===== config.mk =====
export PLATFORM = sky130hd
export DESIGN_NAME = fp_minmax_unit
export DESIGN_NICKNAME = d
export VERILOG_FILES = /design/src/rtl/fpmm_pkg.sv /design/src/rtl/fpmm_classify.sv /design/src/rtl/fpmm_order.sv /design/src/rtl/fpmm_select.sv /design/src/rtl/fp_minmax_unit.sv
export SDC_FILE = /design/constraint.sdc
export NUM_CORES = 1
export LEC_CHECK = 0
export BUFFER_PORTS_ARGS = -buffer_cell sky130_fd_sc_hd__buf_2
export CAP_MARGIN = 20
export CORE_UTILIZATION = 40
export DETAILED_ROUTE_END_ITERATION = 16
export SKIP_LAST_GASP = 1
export SYNTH_ARGS = -nofsm -noshare
export SYNTH_HDL_FRONTEND = slang
export SYNTH_SLANG_ARGS = --single-unit
export TNS_END_PERCENT = 5

===== constraint.sdc =====
create_clock -name clk -period 11.68 [get_ports clk]
set_clock_uncertainty 0.2 [all_clocks]
set_input_delay 2.336 -clock clk [delete_from_list [all_inputs] [get_ports clk]]
set_output_delay 2.336 -clock clk [all_outputs]
set_load 0.05 [all_outputs]

===== src/rtl/fpmm_pkg.sv =====
package fpmm_pkg;

    localparam int EXP_W  = 8;
    localparam int MAN_W  = 23;
    localparam int WORD_W = 1 + EXP_W + MAN_W;
    localparam int MAG_W  = WORD_W - 1;
    localparam int OP_W   = 4;
    localparam int N_OPND = 2;

    typedef logic [WORD_W-1:0] fp_word_t;

    typedef enum logic [1:0] {
        FAM_NUM08  = 2'b00,
        FAM_IEEE19 = 2'b01,
        FAM_NUM19  = 2'b10,
        FAM_CTERN  = 2'b11
    } family_e;

    // Packed so that bit 3 = magnitude, bits 2:1 = family, bit 0 = max
    typedef struct packed {
        logic    use_mag;
        family_e fam;
        logic    want_max;
    } op_t;

    typedef struct packed {
        logic             sign;
        logic [MAG_W-1:0] mag;
        logic             is_nan;
        logic             is_snan;
        logic             is_zero;
    } fp_class_t;

    typedef struct packed {
        logic a_lt_b;    // total order, -0 below +0
        logic b_lt_a;
        logic a_lt_b_c;  // relational order, zeros equal, NaN unordered
        logic b_lt_a_c;
        logic mag_lt;    // |a| < |b|
        logic mag_gt;    // |a| > |b|
    } order_t;

    localparam fp_word_t CANON_QNAN =
        {1'b0, {EXP_W{1'b1}}, 1'b1, {(MAN_W-1){1'b0}}};

    function automatic fp_word_t quieten(input fp_word_t w);
        fp_word_t r;
        r = w;
        if ((&w[WORD_W-2 -: EXP_W]) && (|w[MAN_W-1:0]))
            r[MAN_W-1] = 1'b1;
        return r;
    endfunction

    // Sign-magnitude ordering of two non-NaN values, -0 strictly below +0
    function automatic logic total_less(input fp_class_t x, input fp_class_t y);
        logic r;
        if (x.sign != y.sign)
            r = x.sign;
        else if (!x.sign)
            r = (x.mag < y.mag);
        else
            r = (x.mag > y.mag);
        return r;
    endfunction

endpackage


===== src/rtl/fpmm_classify.sv =====
module fpmm_classify
    import fpmm_pkg::*;
(
    input  fp_word_t  word,
    output fp_class_t cls
);
    logic [EXP_W-1:0] exp_f;
    logic [MAN_W-1:0] man_f;
    logic             exp_ones;
    logic             man_nz;

    assign exp_f    = word[WORD_W-2 -: EXP_W];
    assign man_f    = word[MAN_W-1:0];
    assign exp_ones = &exp_f;
    assign man_nz   = |man_f;

    always_comb begin
        cls.sign    = word[WORD_W-1];
        cls.mag     = word[MAG_W-1:0];
        cls.is_nan  = exp_ones & man_nz;
        cls.is_snan = exp_ones & man_nz & ~man_f[MAN_W-1];
        cls.is_zero = ~|word[MAG_W-1:0];
    end
endmodule


===== src/rtl/fpmm_order.sv =====
module fpmm_order
    import fpmm_pkg::*;
(
    input  fp_class_t ca,
    input  fp_class_t cb,
    output order_t    ord
);
    logic any_nan;
    logic both_zero;
    logic tot_ab;
    logic tot_ba;

    assign any_nan   = ca.is_nan | cb.is_nan;
    assign both_zero = ca.is_zero & cb.is_zero;
    assign tot_ab    = total_less(ca, cb);
    assign tot_ba    = total_less(cb, ca);

    always_comb begin
        ord.a_lt_b   = tot_ab;
        ord.b_lt_a   = tot_ba;
        ord.a_lt_b_c = tot_ab & ~both_zero & ~any_nan;
        ord.b_lt_a_c = tot_ba & ~both_zero & ~any_nan;
        ord.mag_lt   = (ca.mag < cb.mag);
        ord.mag_gt   = (ca.mag > cb.mag);
    end
endmodule


===== src/rtl/fpmm_select.sv =====
module fpmm_select
    import fpmm_pkg::*;
(
    input  op_t       op,
    input  fp_word_t  a,
    input  fp_word_t  b,
    input  fp_class_t ca,
    input  fp_class_t cb,
    input  order_t    ord,
    output fp_word_t  result,
    output logic      invalid
);
    logic     any_nan;
    logic     both_nan;
    logic     any_snan;
    fp_word_t ordered_pick;
    fp_word_t base_pick;
    fp_word_t final_pick;

    assign any_nan  = ca.is_nan | cb.is_nan;
    assign both_nan = ca.is_nan & cb.is_nan;
    assign any_snan = ca.is_snan | cb.is_snan;

    always_comb begin
        if (op.want_max)
            ordered_pick = ord.a_lt_b ? b : a;
        else
            ordered_pick = ord.a_lt_b ? a : b;
    end

    always_comb begin
        base_pick = ordered_pick;
        unique case (op.fam)
            FAM_NUM08: begin
                if (any_snan || both_nan) base_pick = CANON_QNAN;
                else if (ca.is_nan)       base_pick = b;
                else if (cb.is_nan)       base_pick = a;
            end
            FAM_IEEE19: begin
                if (any_nan) base_pick = CANON_QNAN;
            end
            FAM_NUM19: begin
                if (both_nan)        base_pick = CANON_QNAN;
                else if (ca.is_nan)  base_pick = b;
                else if (cb.is_nan)  base_pick = a;
            end
            FAM_CTERN: begin
                if (op.want_max) base_pick = ord.b_lt_a_c ? a : b;
                else             base_pick = ord.a_lt_b_c ? a : b;
            end
            default: base_pick = ordered_pick;
        endcase
    end

    always_comb begin
        final_pick = base_pick;
        if (op.use_mag && !any_nan && (ord.mag_lt || ord.mag_gt)) begin
            if (op.want_max) final_pick = ord.mag_gt ? a : b;
            else             final_pick = ord.mag_lt ? a : b;
        end
    end

    assign result  = quieten(final_pick);
    assign invalid = any_snan;
endmodule


===== src/rtl/fp_minmax_unit.sv =====
module fp_minmax_unit
    import fpmm_pkg::*;
(
    input  logic                clk,
    input  logic                rst,
    input  logic                in_valid,
    input  logic [OP_W-1:0]     in_op,
    input  logic [WORD_W-1:0]   in_a,
    input  logic [WORD_W-1:0]   in_b,
    output logic                out_valid,
    output logic [WORD_W-1:0]   out_result,
    output logic                out_invalid
);
    fp_word_t  opnd [N_OPND];
    fp_class_t cls  [N_OPND];
    order_t    ord;
    op_t       op_dec;
    fp_word_t  sel_result;
    logic      sel_invalid;

    assign opnd[0] = in_a;
    assign opnd[1] = in_b;
    assign op_dec  = op_t'(in_op);

    for (genvar gi = 0; gi < N_OPND; gi++) begin : g_class
        fpmm_classify u_class (
            .word (opnd[gi]),
            .cls  (cls[gi])
        );
    end

    fpmm_order u_order (
        .ca  (cls[0]),
        .cb  (cls[1]),
        .ord (ord)
    );

    fpmm_select u_select (
        .op      (op_dec),
        .a       (opnd[0]),
        .b       (opnd[1]),
        .ca      (cls[0]),
        .cb      (cls[1]),
        .ord     (ord),
        .result  (sel_result),
        .invalid (sel_invalid)
    );

    always_ff @(posedge clk) begin
        if (rst) begin
            out_valid   <= 1'b0;
            out_result  <= '0;
            out_invalid <= 1'b0;
        end else begin
            out_valid <= in_valid;
            if (in_valid) begin
                out_result  <= sel_result;
                out_invalid <= sel_invalid;
            end
        end
    end
endmodule


== Yosys cells after proc, flatten, opt, wreduce, memory -nomap -nowiden ==
Index checks and enable logic that the tools add are counted.

* Register bits after elaboration: 34
* Bits of input ports: 71
* Output and inout port bits: 34
* Logic and storage cells: 66

* Magnitude comparators: 4
* Equality and inequality tests: 5
* Mux-type cells: 21
* Bitwise gates (word level): 16
* Reduce and logical (&&, ||, !) cells: 17

{| class="wikitable"
|+ Operators with widths
! cell !! number
|-
| two-way mux 32 bit || 15
|-
| case mux 32 bit (4 select lines) || 1
|-
| OR reduction 23 bit || 3
|-
| greater-than comparator 31 bit || 2
|-
| < comparator 31 bit || 2
|-
| OR reduction 31 bit || 2
|-
| AND reduction 8 bit || 3
|-
| bitwise AND 1 bit || 10
|-
| two-way mux 1 bit || 5
|-
| == test 2 bit, second input constant || 2
|-
| NOT 1 bit || 4
|-
| logical AND 1 bit || 3
|-
| zero test 1 bit || 3
|-
| == test 2 x 1 -> 1 bit, second input constant || 1
|-
| zero test 2 bit || 1
|-
| logical OR 1 bit || 2
|-
| inequality test 1 bit || 2
|-
| bitwise OR 1 bit || 2
|}

== Logic depth before layout (Yosys ltp) ==
Gate-level depths: netlist of run 1.

* Depth after elaboration: 13
* Mapped depth: 17
* Mapped depth without buffers: 15

== Cells and area by module ==
A second synthesis of run 1 with hierarchy kept.

* Cells, all modules: 684
* Area total of the unflattened synthesis: 4,963.5 um2

{| class="wikitable"
|+ Modules (own cells, without submodules)
! module !! instances !! cells an instance !! area each (um2) !! seq. area each (um2)
|-
| fpmm_select || 1 || 358 || 2,144.6 || 0.0
|-
| fp_minmax_unit || 1 || 109 || 1,229.9 || 680.7
|-
| fpmm_order || 1 || 123 || 893.4 || 0.0
|-
| fpmm_classify || 2 || 47 || 347.8 || 0.0
|}

== Least setup slack after synthesis of run 1 ==
Ideal clock, no wire load.

* Path type: input-to-reg
* From: input port in_b[22]
* To: register out_result[22]
* Library setup time: 131 ps
* Data arrival time: 5,346 ps
* Required time: 11,349 ps
* Slack: 6,003 ps
* Cell stages on the path: 16
* Buffers on the path: 1
* Path through: inv_1 > ha_1 > nand4_1 > nor3_1 > a221oi_2 > and2_2 > o21ai_2 > a2111o_1 > nand2_1 > o32ai_1 > or2_1 > buf_2 > a22oi_1 > o21ai_0 > nor4_1 > a31oi_1

* Longest elaborated chain between the ends: 13
* Elaborated cells between the ends (all ways): 49
* Those cells by class: order compare: 4; mux: 21; bitwise: 13; reduce/logical: 11

{| class="wikitable"
|+ RTL lines
! element !! line !! RTL
|-
| start, declared || fp_minmax_unit.sv:9 || <nowiki>input logic [WORD_W-1:0] in_b,</nowiki>
|-
| < comparator 31 bit, or another cell as far along || fpmm_pkg.sv:60, fpmm_order.sv:23 ||
|-
| two-way mux 1 bit / zero test 1 bit (equally long branches) || fpmm_pkg.sv:59, fpmm_classify.sv:22 ||
|-
| two-way mux 1 bit / bitwise AND 1 bit (equally long branches) || fpmm_pkg.sv:57, fpmm_order.sv:14 ||
|-
| two-way mux 32 bit, or another cell as far along || fpmm_select.sv:28 || <nowiki>ordered_pick = ord.a_lt_b ? a : b;</nowiki>
|-
| two-way mux 32 bit, or another cell as far along || fpmm_select.sv:25 || <nowiki>if (op.want_max)</nowiki>
|-
| two-way mux 32 bit, or another cell as far along || fpmm_select.sv:37, fpmm_select.sv:45 ||
|-
| two-way mux 32 bit, on equally long branches || fpmm_select.sv:36, fpmm_select.sv:48, fpmm_select.sv:49 ||
|-
| two-way mux 32 bit, on equally long branches || fpmm_select.sv:43, fpmm_select.sv:35, fpmm_select.sv:48 ||
|-
| case mux 32 bit (4 select lines) || fpmm_select.sv:33 || <nowiki>unique case (op.fam)</nowiki>
|-
| two-way mux 32 bit * || fpmm_select.sv:57 || <nowiki>if (op.use_mag && !any_nan && (ord.mag_lt || ord.mag_gt)) begin</nowiki>
|-
| OR reduction 23 bit / AND reduction 8 bit (equally long branches) || fpmm_pkg.sv:49 || <nowiki>if ((&w[WORD_W-2 -: EXP_W]) && (|w[MAN_W-1:0]))</nowiki>
|-
| logical AND 1 bit || fpmm_pkg.sv:49 ||
|-
| two-way mux 1 bit * || fpmm_pkg.sv:49 ||
|-
| end signal, assigned || fp_minmax_unit.sv:57 || <nowiki>out_result <= sel_result;</nowiki>
|-
| end, declared || fp_minmax_unit.sv:11 || <nowiki>output logic [WORD_W-1:0] out_result,</nowiki>
|}

Mark *: on every way between the ends. The rest lies on a longest branch, timed or not.
A chain may end at the register's enable or synchronous reset.

== Worst setup path after layout of run 1 ==
* From: input port in_b[10]
* To: register out_result[22]

The elaborated chain is that of the path after synthesis.

==> results.yml, run 1 <==
status:
  run_status: "completed"
cells_and_area:
  fin_nets: 741
  layout_common_cells: "104 x sky130_fd_sc_hd__buf_2, 64 x sky130_fd_sc_hd__nor2_1, 42 x sky130_fd_sc_hd__a21oi_1, 39 x sky130_fd_sc_hd__nand2_1, 37 x sky130_fd_sc_hd__inv_1"
  insertedDiodeCount: 0
  final_common_cell: "sky130_fd_sc_hd__buf_2"
  layout-area-overhead-vs-synth_pct: 18.5
  layout.core_utilization_pct: 48.7
  drive_above_1_share_pct: 22.4
worst_hold_path:
  hold-path-endpoint: "out_result[24]"
  worst_hold_path.num_cells: 2
  min_from: "out_result[24]"
  min_path_type: "flip-flop to flip-flop"
sta:
  post-route-period-util_pct: 56.5
  finalWorstPathRequiredPeriod_ns: 6.60
  slew-limit-headroom_pct: 43.6
  fin_tns_setup_ns: 0
  worst-slew-pin-transition_ns: 0.835
  count_of_endpoints_failing_setup_in_the_final_report: 0
  timing_max_transition_violations_final: 0
  report.final.hold_viol_count: 0
  unrepaired_setup_endpoints_after_global_routing: "no"
  fmax_mhz: 152
die:
  initial_utilization_pct: 41.0
  placement_rows: 36
  chipWidth_um: 102
  die_area_mm2: 0.0103
  chipHeight_um: 102
  io-pin-count: 105
  core_area_mm2: 0.00968
setup_path:
  worstPathMaxFanout: 5
  worst-setup-path-type: "input port to flip-flop"
  cp.arrival_ns: 6.56
  worst-endpoint-required_ns: 11.64
  startpoint_type_of_the_worst_setup_path: "input port"
  r2r-start: "out_result[22]"
  timing.rr.end: "out_result[22]"
  r2r_slack_ns: 10.58
  worst_setup_end_kind: "flip-flop"
  r2r.worst_path.cells: 3
power_and_ir_drop:
  p_per_area_mw_per_mm2: 106
  p_leak_nw: 2.10
  max-vdd-ir-drop_v: 0.0000628
logic_synthesis:
  synth.cell_area_mm2: 0.00398
  muxShareOfSynthArea_pct: 2.58
  share_of_synthesized_area_occupied_by_flip_flops_and_latches_pct: 17.1
  synth.net_count: 654
  synth_edf_count: 0
  synth_flop_cell: "sky130_fd_sc_hd__dfxtp_1"
  synthArstFlopShare_pct: 0
  post_synth_num_cell_types: 73
  synthesis.area_per_instance_um2: 7.23
  main_combinational_cell_family_by_area_after_synthesis: "compound AO/OA/AOI/OAI gates"
  ys_warn_count: 0
  synth_compound_gate_area_share_pct: 37.6
  syn_inst: 550
  ys_ff_latch: 34
  synthSimpleGateAreaFrac_pct: 25.7
  post_synthesis_xor_xnor_area_fraction_pct: 0
  adder_cell_share_of_the_synthesized_area_pct: 10.4
clock_tree:
  clk_pin_slew_ns: 0.07
  cts.path.max_buffers: 2
  insertion_delay_ns: 0.29
  cts_post_setup_buffers_inserted: 0
  clk_root_buffer_cell: "sky130_fd_sc_hd__clkbuf_8"
  clock_sink_count: 34
  postCtsResizedCells: 0
  cts_tree: "built"
  cts.htree.levels: 2
  cts_hold_repair_buffers: 0
  numCtsBuffers: 5
global_route:
  grt_start_max_net_pins: 54
  first_global_vias: 4442
  global_route.overflow_total: 0
  wire_length_of_the_first_global_routing_pass_um: 23700
  global_route.usage.total_pct: 29.7
  antenna_violations_before_repair: 0
detailed_routing:
  drt.antenna.violating_nets: 0
  dr_pass1_iterations: 5
  post-route-drc-count: 0
  via_count: 4831
  routed_wl_um: 15000
  routedWlPerCell_um: 19.4
  initialDrtViolationCount: 369
  avg_vias_per_cell: 6.27
place:
  dpl.hpwl_um: 11800
  globalplace.congestion: 0.933
  io_buffer_count: 104
run:
  cap_violations: 0
## cell usage after synthesis, drive strengths merged, types with 3 or more instances
library cell	instances	area share, %
mux2i	8	2.0
and2	6	0.98
clkbuf	23	2.2
o21a	5	0.94
a21boi	3	0.66
o21bai	3	0.85
nand3	22	2.8
nor4	19	3.5
a22o	4	0.88
nand4	19	3.5
a21o	6	1.1
buf	5	0.79
nand2	40	4.0
o211a	3	0.76
o21ai	34	4.5
a22oi	15	2.8
o31ai	4	0.76
o211ai	12	2.6
and3	5	0.79
a211oi	25	4.7
a221oi	7	2.0
nor2	65	6.3
nor3	14	1.9
ha	33	10
a21oi	44	5.7
inv	37	3.5
dfxtp	34	17
o22ai	8	1.3
nor2b	4	0.63
o32ai	3	0.66
a31oi	7	1.1
## metal layers
layer  part of all wire [%]  up-vias  track usage (%)
li1                       -     2286                -
met1                     42     2215             38.7
met2                     44      280             47.9
met3                    8.4       50             3.17
met4                    5.1        0             15.8
met5                      0        -                0
## how the worst max path moves through the flow
stage               startpoint        endpoint  slack [ns]  cells after the start
finish                in_b[10]  out_result[22]        5.08                     16
global route          in_b[10]  out_result[22]        4.87                     16
CTS                   in_b[10]  out_result[22]        5.25                     16
detailed placement    in_b[10]  out_result[22]        4.95                     16
global placement      in_b[10]  out_result[22]        4.94                     16
floorplan             in_b[22]  out_result[22]        6.00                     16
## sequential cells by signal (all words and copies together) (netlist names)
name         cells
out_result      32
out_invalid      1
out_valid        1
## final cells by class
cell class	count	area (um^2)
Sequential cell	34	681
Fill cell	985	4970
Clock inverter	3	68.8
Clock buffer	5	68.8
Multi-Input combinational cell	450	3030
Inverter	38	143
Tap cell	133	166
Timing Repair Buffer	108	551
## where the power goes
part           switching [W]  internal [W]  leakage [nW]
logic               0.000160     0.0000748          1.75
registers         0.00000523      0.000126         0.282
clock network      0.0000461     0.0000855        0.0683
total               0.000211      0.000286          2.10
## worst max-delay path, stage by stage
cell	delay, ns
sky130_fd_sc_hd__buf_2	0.12
sky130_fd_sc_hd__inv_1	0.05
sky130_fd_sc_hd__ha_1	0.28
sky130_fd_sc_hd__a211oi_1	0.26
sky130_fd_sc_hd__o21ai_1	0.13
sky130_fd_sc_hd__a221oi_1	0.52
sky130_fd_sc_hd__a21boi_0	0.26
sky130_fd_sc_hd__o2111ai_2	0.34
sky130_fd_sc_hd__o311ai_2	0.29
sky130_fd_sc_hd__o32ai_1	0.66
sky130_fd_sc_hd__o21bai_4	0.29
sky130_fd_sc_hd__nor2b_1	0.17
sky130_fd_sc_hd__o221a_1	0.25
sky130_fd_sc_hd__nand4_1	0.11
sky130_fd_sc_hd__nor4_1	0.36
sky130_fd_sc_hd__a31oi_1	0.13
## cell families (layout without fill, tap and decap cells)
logic type | Yosys count | count (layout)
DFF | 34 | 34
muxes | 9 | 9
buffers and inverters | 66 | 154
AOI/OAI and AO/OA | 206 | 206
adders and majority gates | 33 | 33
and+or+nand+nor | 202 | 202
## metrics by stage
stage | hold slack, ns | worst slack (ns) | cell area (um^2) | power (W) | instances
after global placement | 0.256 | 4.94 | 4570 | 0.000362 | 763
after CTS | 0.271 | 5.25 | 4710 | 0.000495 | 771
final | 0.268 | 5.08 | 4710 | 0.000497 | 771
after floorplan | 0.493 | 6.00 | 3980 | 0.000296 | 550
after global routing | 0.282 | 4.87 | 4710 | 0.000524 | 771
after detailed placement | 0.262 | 4.95 | 4570 | 0.000364 | 763
No activity file was read; power rests on OpenSTA's default activity.
==> inputs of run 2 (changes only) <==
==> constraint.sdc (replaced) <==
create_clock -name clk -period 6.3 [get_ports clk]
set_clock_uncertainty 0.2 [all_clocks]
set_input_delay 1.26 -clock clk [delete_from_list [all_inputs] [get_ports clk]]
set_output_delay 1.26 -clock clk [all_outputs]
set_load 0.05 [all_outputs]
==> results.yml, run 2 (synthesis results as in run 1) <==
setup_path:
  max_stage_delay_ns: 0.69
  cp.arrival_ns: 5.50
  worst-setup-path-type: "input port to flip-flop"
  worst_setup_end_kind: "flip-flop"
  critical-path-top-delay-family: "compound AO/OA/AOI/OAI gates"
  r2r-start: "out_result[22]"
  worst-endpoint-required_ns: 6.25
  crit_chain: "buf_2 > inv_1 > ha_1 > a21oi_1 > o21ai_0 > a221oi_2 > and2_2 > o21ai_2 > a2111o_1 > nand2_1 > o32ai_1 > or2_1 > a22oi_1 > nand4_1 > nor4_1 > a31oi_1"
  timing.rr.end: "out_result[22]"
  worstPathMaxFanout: 13
  worst_path_bufs_invs: 2
  r2r_slack_ns: 5.22
  r2r.worst_path.cells: 3
  startpoint_type_of_the_worst_setup_path: "input port"
  slowest_stage: "sky130_fd_sc_hd__a2111o_1"
die:
  chipWidth_um: 102
  placement_rows: 36
  core_area_mm2: 0.00968
  initial_utilization_pct: 41.0
  io-pin-count: 105
  chipHeight_um: 102
  die_area_mm2: 0.0103
power_and_ir_drop:
  p_leak_nw: 2.11
  p_per_area_mw_per_mm2: 195
  max-vdd-ir-drop_v: 0.000114
cells_and_area:
  final_common_cell: "sky130_fd_sc_hd__buf_2"
  regMostFlops: "out_result"
  fin_nets: 744
  drive_above_1_share_pct: 22.8
  layout-area-overhead-vs-synth_pct: 19.1
  layout_common_cells: "104 x sky130_fd_sc_hd__buf_2, 64 x sky130_fd_sc_hd__nor2_1, 42 x sky130_fd_sc_hd__a21oi_1, 39 x sky130_fd_sc_hd__nand2_1, 37 x sky130_fd_sc_hd__inv_1"
  fillCellCount: 1031
  largest_reg_flops: 32
  largestRegisters: "out_result x32, out_invalid x1, out_valid x1"
  insertedDiodeCount: 0
  final_cell_count_without_fillers: 774
sta:
  report.final.hold_viol_count: 0
  unrepaired_setup_endpoints_after_global_routing: "no"
  count_of_endpoints_failing_setup_in_the_final_report: 0
  fin_tns_setup_ns: 0
  finalWorstPathRequiredPeriod_ns: 5.55
  post-route-period-util_pct: 88.1
  worst-slew-pin-transition_ns: 0.810
  fmax_mhz: 180
  slew-limit-headroom_pct: 45.3
  timing_max_transition_violations_final: 0
clock_tree:
  cts_hold_repair_buffers: 0
  numCtsBuffers: 5
  clock_sink_count: 34
  cts_tree: "built"
  cts.htree.levels: 2
  cts_post_setup_buffers_inserted: 0
  clk_pin_slew_ns: 0.08
  postCtsResizedCells: 0
  cts.path.max_buffers: 2
  clk_root_buffer_cell: "sky130_fd_sc_hd__clkbuf_8"
  insertion_delay_ns: 0.28
global_route:
  global_route.overflow_total: 0
  global_route.usage.total_pct: 29.7
  antenna_violations_before_repair: 0
  grt_start_max_net_pins: 54
  wire_length_of_the_first_global_routing_pass_um: 23700
  first_global_vias: 4358
detailed_routing:
  post-route-drc-count: 0
  routed_wl_um: 15100
  initialDrtViolationCount: 454
  routedWlPerCell_um: 19.5
  via_count: 4808
  dr_pass1_iterations: 5
  avg_vias_per_cell: 6.21
  drt.antenna.violating_nets: 0
worst_hold_path:
  worst_hold_path.num_cells: 2
  min_from: "out_result[9]"
  hold-path-endpoint: "out_result[9]"
  min_path_type: "flip-flop to flip-flop"
place:
  post-place-cells: 766
  io_buffer_count: 104
  dpl.hpwl_um: 12200
  globalplace.congestion: 0.964
status:
  run_status: "completed"
run:
  cap_violations: 0
run 2: changes by cell type in the layout (fill, tap and decap cells not counted), sizes merged:
cell | before | now
buf | 108 | 111
run 2: area by class of cell:
cell class	instances	area [um^2]	share of cell area, %
clock inverter	3	68.8	1.45
clock buffer	5	68.8	1.45
multi-input combinational	450	3030	64.1
timing repair buffer	111	573	12.1
sequential	34	681	14.4
inverter	38	143	3.01
tap	133	166	3.51
run 2: per-layer routing:
layer	vias up	part of all wire [%]	track usage [%]
li1	2292	-	-
met1	2224	44	41.1
met2	257	45	46.9
met3	35	8.0	3.59
met4	0	2.9	11.7
met5	-	0	0
run 2: power by group:
| part | total, W | leakage (nW) | internal, W | switching (W) |
|---|---|---|---|---|
| registers | 0.000244 | 0.282 | 0.000234 | 0.00000971 |
| clock network | 0.000239 | 0.0683 | 0.000159 | 0.0000806 |
| logic | 0.000438 | 1.76 | 0.000139 | 0.000299 |
run 2: through the flow:
step	instance area (um^2)	utilization (%)	power [W]	hold WS, ns	setup WS (ns)
detailed placement	4600	47.5	0.000678	0.266	0.497
CTS	4730	48.9	0.000920	0.279	0.783
global route	4730	48.9	0.000975	0.304	0.500
floorplan	3980	-	0.000550	0.493	1.70
global placement	4600	47.5	0.000676	0.256	0.522
finish	4730	48.9	0.000921	0.280	0.748
run 2: worst max path at each step:
stage          startpoint              to  slack [ns]  cells after the start
5_1_grt          in_b[22]  out_result[22]        0.50                     16
4_1_cts          in_b[28]  out_result[22]        0.78                     16
3_3_place_gp     in_b[30]  out_result[22]        0.52                     16
6_report         in_b[28]  out_result[22]        0.75                     16
2_1_floorplan    in_b[22]  out_result[22]        1.70                     16
3_5_place_dp     in_b[30]  out_result[22]        0.50                     16
run 2: worst min-delay path, stage by stage (launching register included):
cell and delay, ns:
sky130_fd_sc_hd__dfxtp_1 0.32, sky130_fd_sc_hd__nand2_1 0.06, sky130_fd_sc_hd__a21oi_1 0.05
==> inputs of run 3 (changes only) <==
--- a/config.mk
+++ b/config.mk
@@ -5,6 +5,7 @@
 export SDC_FILE = /design/constraint.sdc
 export NUM_CORES = 1
 export LEC_CHECK = 0
+export ABC_CLOCK_PERIOD_IN_PS = 6300
 export BUFFER_PORTS_ARGS = -buffer_cell sky130_fd_sc_hd__buf_2
 export CAP_MARGIN = 20
 export CORE_UTILIZATION = 40
==> constraint.sdc (replaced) <==
create_clock -name clk -period 6.3 [get_ports clk]
set_clock_uncertainty 0.2 [all_clocks]
set_input_delay 0.945 -clock clk [delete_from_list [all_inputs] [get_ports clk]]
set_output_delay 0.945 -clock clk [all_outputs]
set_load 0.05 [all_outputs]
==> results.yml, run 3 (synthesis results as in run 1) <==
clock_tree:
  cts_tree: "built"
  clk_pin_slew_ns: 0.07
  cts_hold_repair_buffers: 0
  insertion_delay_ns: 0.29
  postCtsResizedCells: 0
  numCtsBuffers: 5
  cts.htree.levels: 2
  cts.path.max_buffers: 2
  clock_sink_count: 34
  clk_root_buffer_cell: "sky130_fd_sc_hd__clkbuf_8"
  cts_post_setup_buffers_inserted: 0
setup_path:
  worst-setup-path-type: "input port to flip-flop"
  timing.rr.end: "out_result[22]"
  worst-endpoint-required_ns: 6.27
  cp.arrival_ns: 5.24
  critPathLaunch: "in_b[0]"
  r2r.worst_path.cells: 3
  r2r_slack_ns: 5.20
  r2r-start: "out_result[22]"
  startpoint_type_of_the_worst_setup_path: "input port"
  worst_setup_end_kind: "flip-flop"
  worstPathMaxFanout: 29
die:
  initial_utilization_pct: 41.0
  placement_rows: 36
  chipWidth_um: 102
  chipHeight_um: 102
  core_area_mm2: 0.00968
  die_area_mm2: 0.0103
  io-pin-count: 105
cells_and_area:
  largest_reg_flops: 32
  drive_above_1_share_pct: 22.4
  insertedDiodeCount: 0
  layout-area-overhead-vs-synth_pct: 18.5
  final_common_cell: "sky130_fd_sc_hd__buf_2"
  largestRegisters: "out_result x32, out_invalid x1, out_valid x1"
  regMostFlops: "out_result"
  fin_nets: 741
  layout_common_cells: "104 x sky130_fd_sc_hd__buf_2, 64 x sky130_fd_sc_hd__nor2_1, 42 x sky130_fd_sc_hd__a21oi_1, 39 x sky130_fd_sc_hd__nand2_1, 37 x sky130_fd_sc_hd__inv_1"
global_route:
  global_route.usage.total_pct: 28.8
  wire_length_of_the_first_global_routing_pass_um: 23200
  global_route.overflow_total: 0
  first_global_vias: 4415
  grt_start_max_net_pins: 54
  antenna_violations_before_repair: 0
sta:
  fin_tns_setup_ns: 0
  final_ws_setup_ns: 1.03
  unrepaired_setup_endpoints_after_global_routing: "no"
  timing_max_transition_violations_final: 0
  holdWs_ns: 0.269
  finalWorstPathRequiredPeriod_ns: 5.27
  report.final.hold_viol_count: 0
  worst-slew-pin-transition_ns: 1.06
  post-route-period-util_pct: 83.7
  count_of_endpoints_failing_setup_in_the_final_report: 0
  fmax_mhz: 190
  slew-limit-headroom_pct: 29.5
detailed_routing:
  drt.antenna.violating_nets: 0
  initialDrtViolationCount: 457
  routed_wl_um: 14900
  dr_pass1_iterations: 5
  routedWlPerCell_um: 19.3
  avg_vias_per_cell: 6.28
  post-route-drc-count: 0
  via_count: 4842
power_and_ir_drop:
  max-vdd-ir-drop_v: 0.000112
  p_per_area_mw_per_mm2: 196
  p_leak_nw: 2.10
worst_hold_path:
  min_path_type: "flip-flop to flip-flop"
  min_from: "out_result[24]"
  hold-path-endpoint: "out_result[24]"
  worst_hold_path.num_cells: 2
run:
  cap_violations: 0
status:
  run_status: "completed"
place:
  dpl.hpwl_um: 11900
  io_buffer_count: 104
  globalplace.congestion: 0.931
  placement.setup.worst_slack_ns: 0.896
-- run 3: how the worst max path moves through the flow --
stage                          end  slack [ns]
global placement    out_result[22]        0.84
finish              out_result[22]        1.03
detailed placement  out_result[22]        0.90
floorplan           out_result[22]        2.01
CTS                 out_result[22]        1.19
global route        out_result[22]        0.67
-- run 3: per-stage QoR --
step | util (%) | cells | total power (W) | instance area (um^2)
finish | 48.7 | 771 | 0.000922 | 4710
global route | 48.7 | 771 | 0.000972 | 4710
CTS | 48.7 | 771 | 0.000920 | 4710
detailed placement | 47.2 | 763 | 0.000675 | 4570
global placement | 47.2 | 763 | 0.000671 | 4570
floorplan | - | 550 | 0.000550 | 3980
-- run 3: where the power goes --
group	leakage [nW]	switching (W)	internal, W
sequential	0.282	0.00000961	0.000234
combinational	1.74	0.000297	0.000139
clock	0.0683	0.0000836	0.000158
total	2.10	0.000390	0.000532
-- run 3: routing by layer --
| layer | part of all wire (%) | vias to the layer above | wire length, um | global-route usage, % |
|---|---|---|---|---|
| met1 | 43 | 2213 | 6360 | 38.2 |
| met3 | 8.0 | 49 | 1200 | 2.14 |
| met4 | 4.4 | 0 | 661 | 15.3 |
| li1 | - | 2286 | - | - |
| met5 | 0 | - | 0 | 0 |
| met2 | 45 | 294 | 6670 | 46.7 |
-- run 3: worst max-delay path: stages --
cell                      delay (ns)
sky130_fd_sc_hd__buf_2          0.15
sky130_fd_sc_hd__nor4_1         0.47
sky130_fd_sc_hd__nand4_1        0.25
sky130_fd_sc_hd__o21ai_1        0.18
sky130_fd_sc_hd__buf_4          0.25
sky130_fd_sc_hd__and3_1         0.22
sky130_fd_sc_hd__and3_1         0.86
sky130_fd_sc_hd__nor2_1         0.20
sky130_fd_sc_hd__a21oi_1        0.19
sky130_fd_sc_hd__o31ai_1        0.12
sky130_fd_sc_hd__or2_1          0.43
sky130_fd_sc_hd__a22oi_1        0.37
sky130_fd_sc_hd__nand4_1        0.13
sky130_fd_sc_hd__nor4_1         0.31
sky130_fd_sc_hd__a31oi_1        0.12
-- run 3: layout make-up --
class,instances,area [um^2]
fill,998,4970
multi-input combinational,450,3030
sequential,34,681
timing repair buffer,108,551
tap,133,166
inverter,38,143
clock buffer,5,68.8
clock inverter,3,68.8
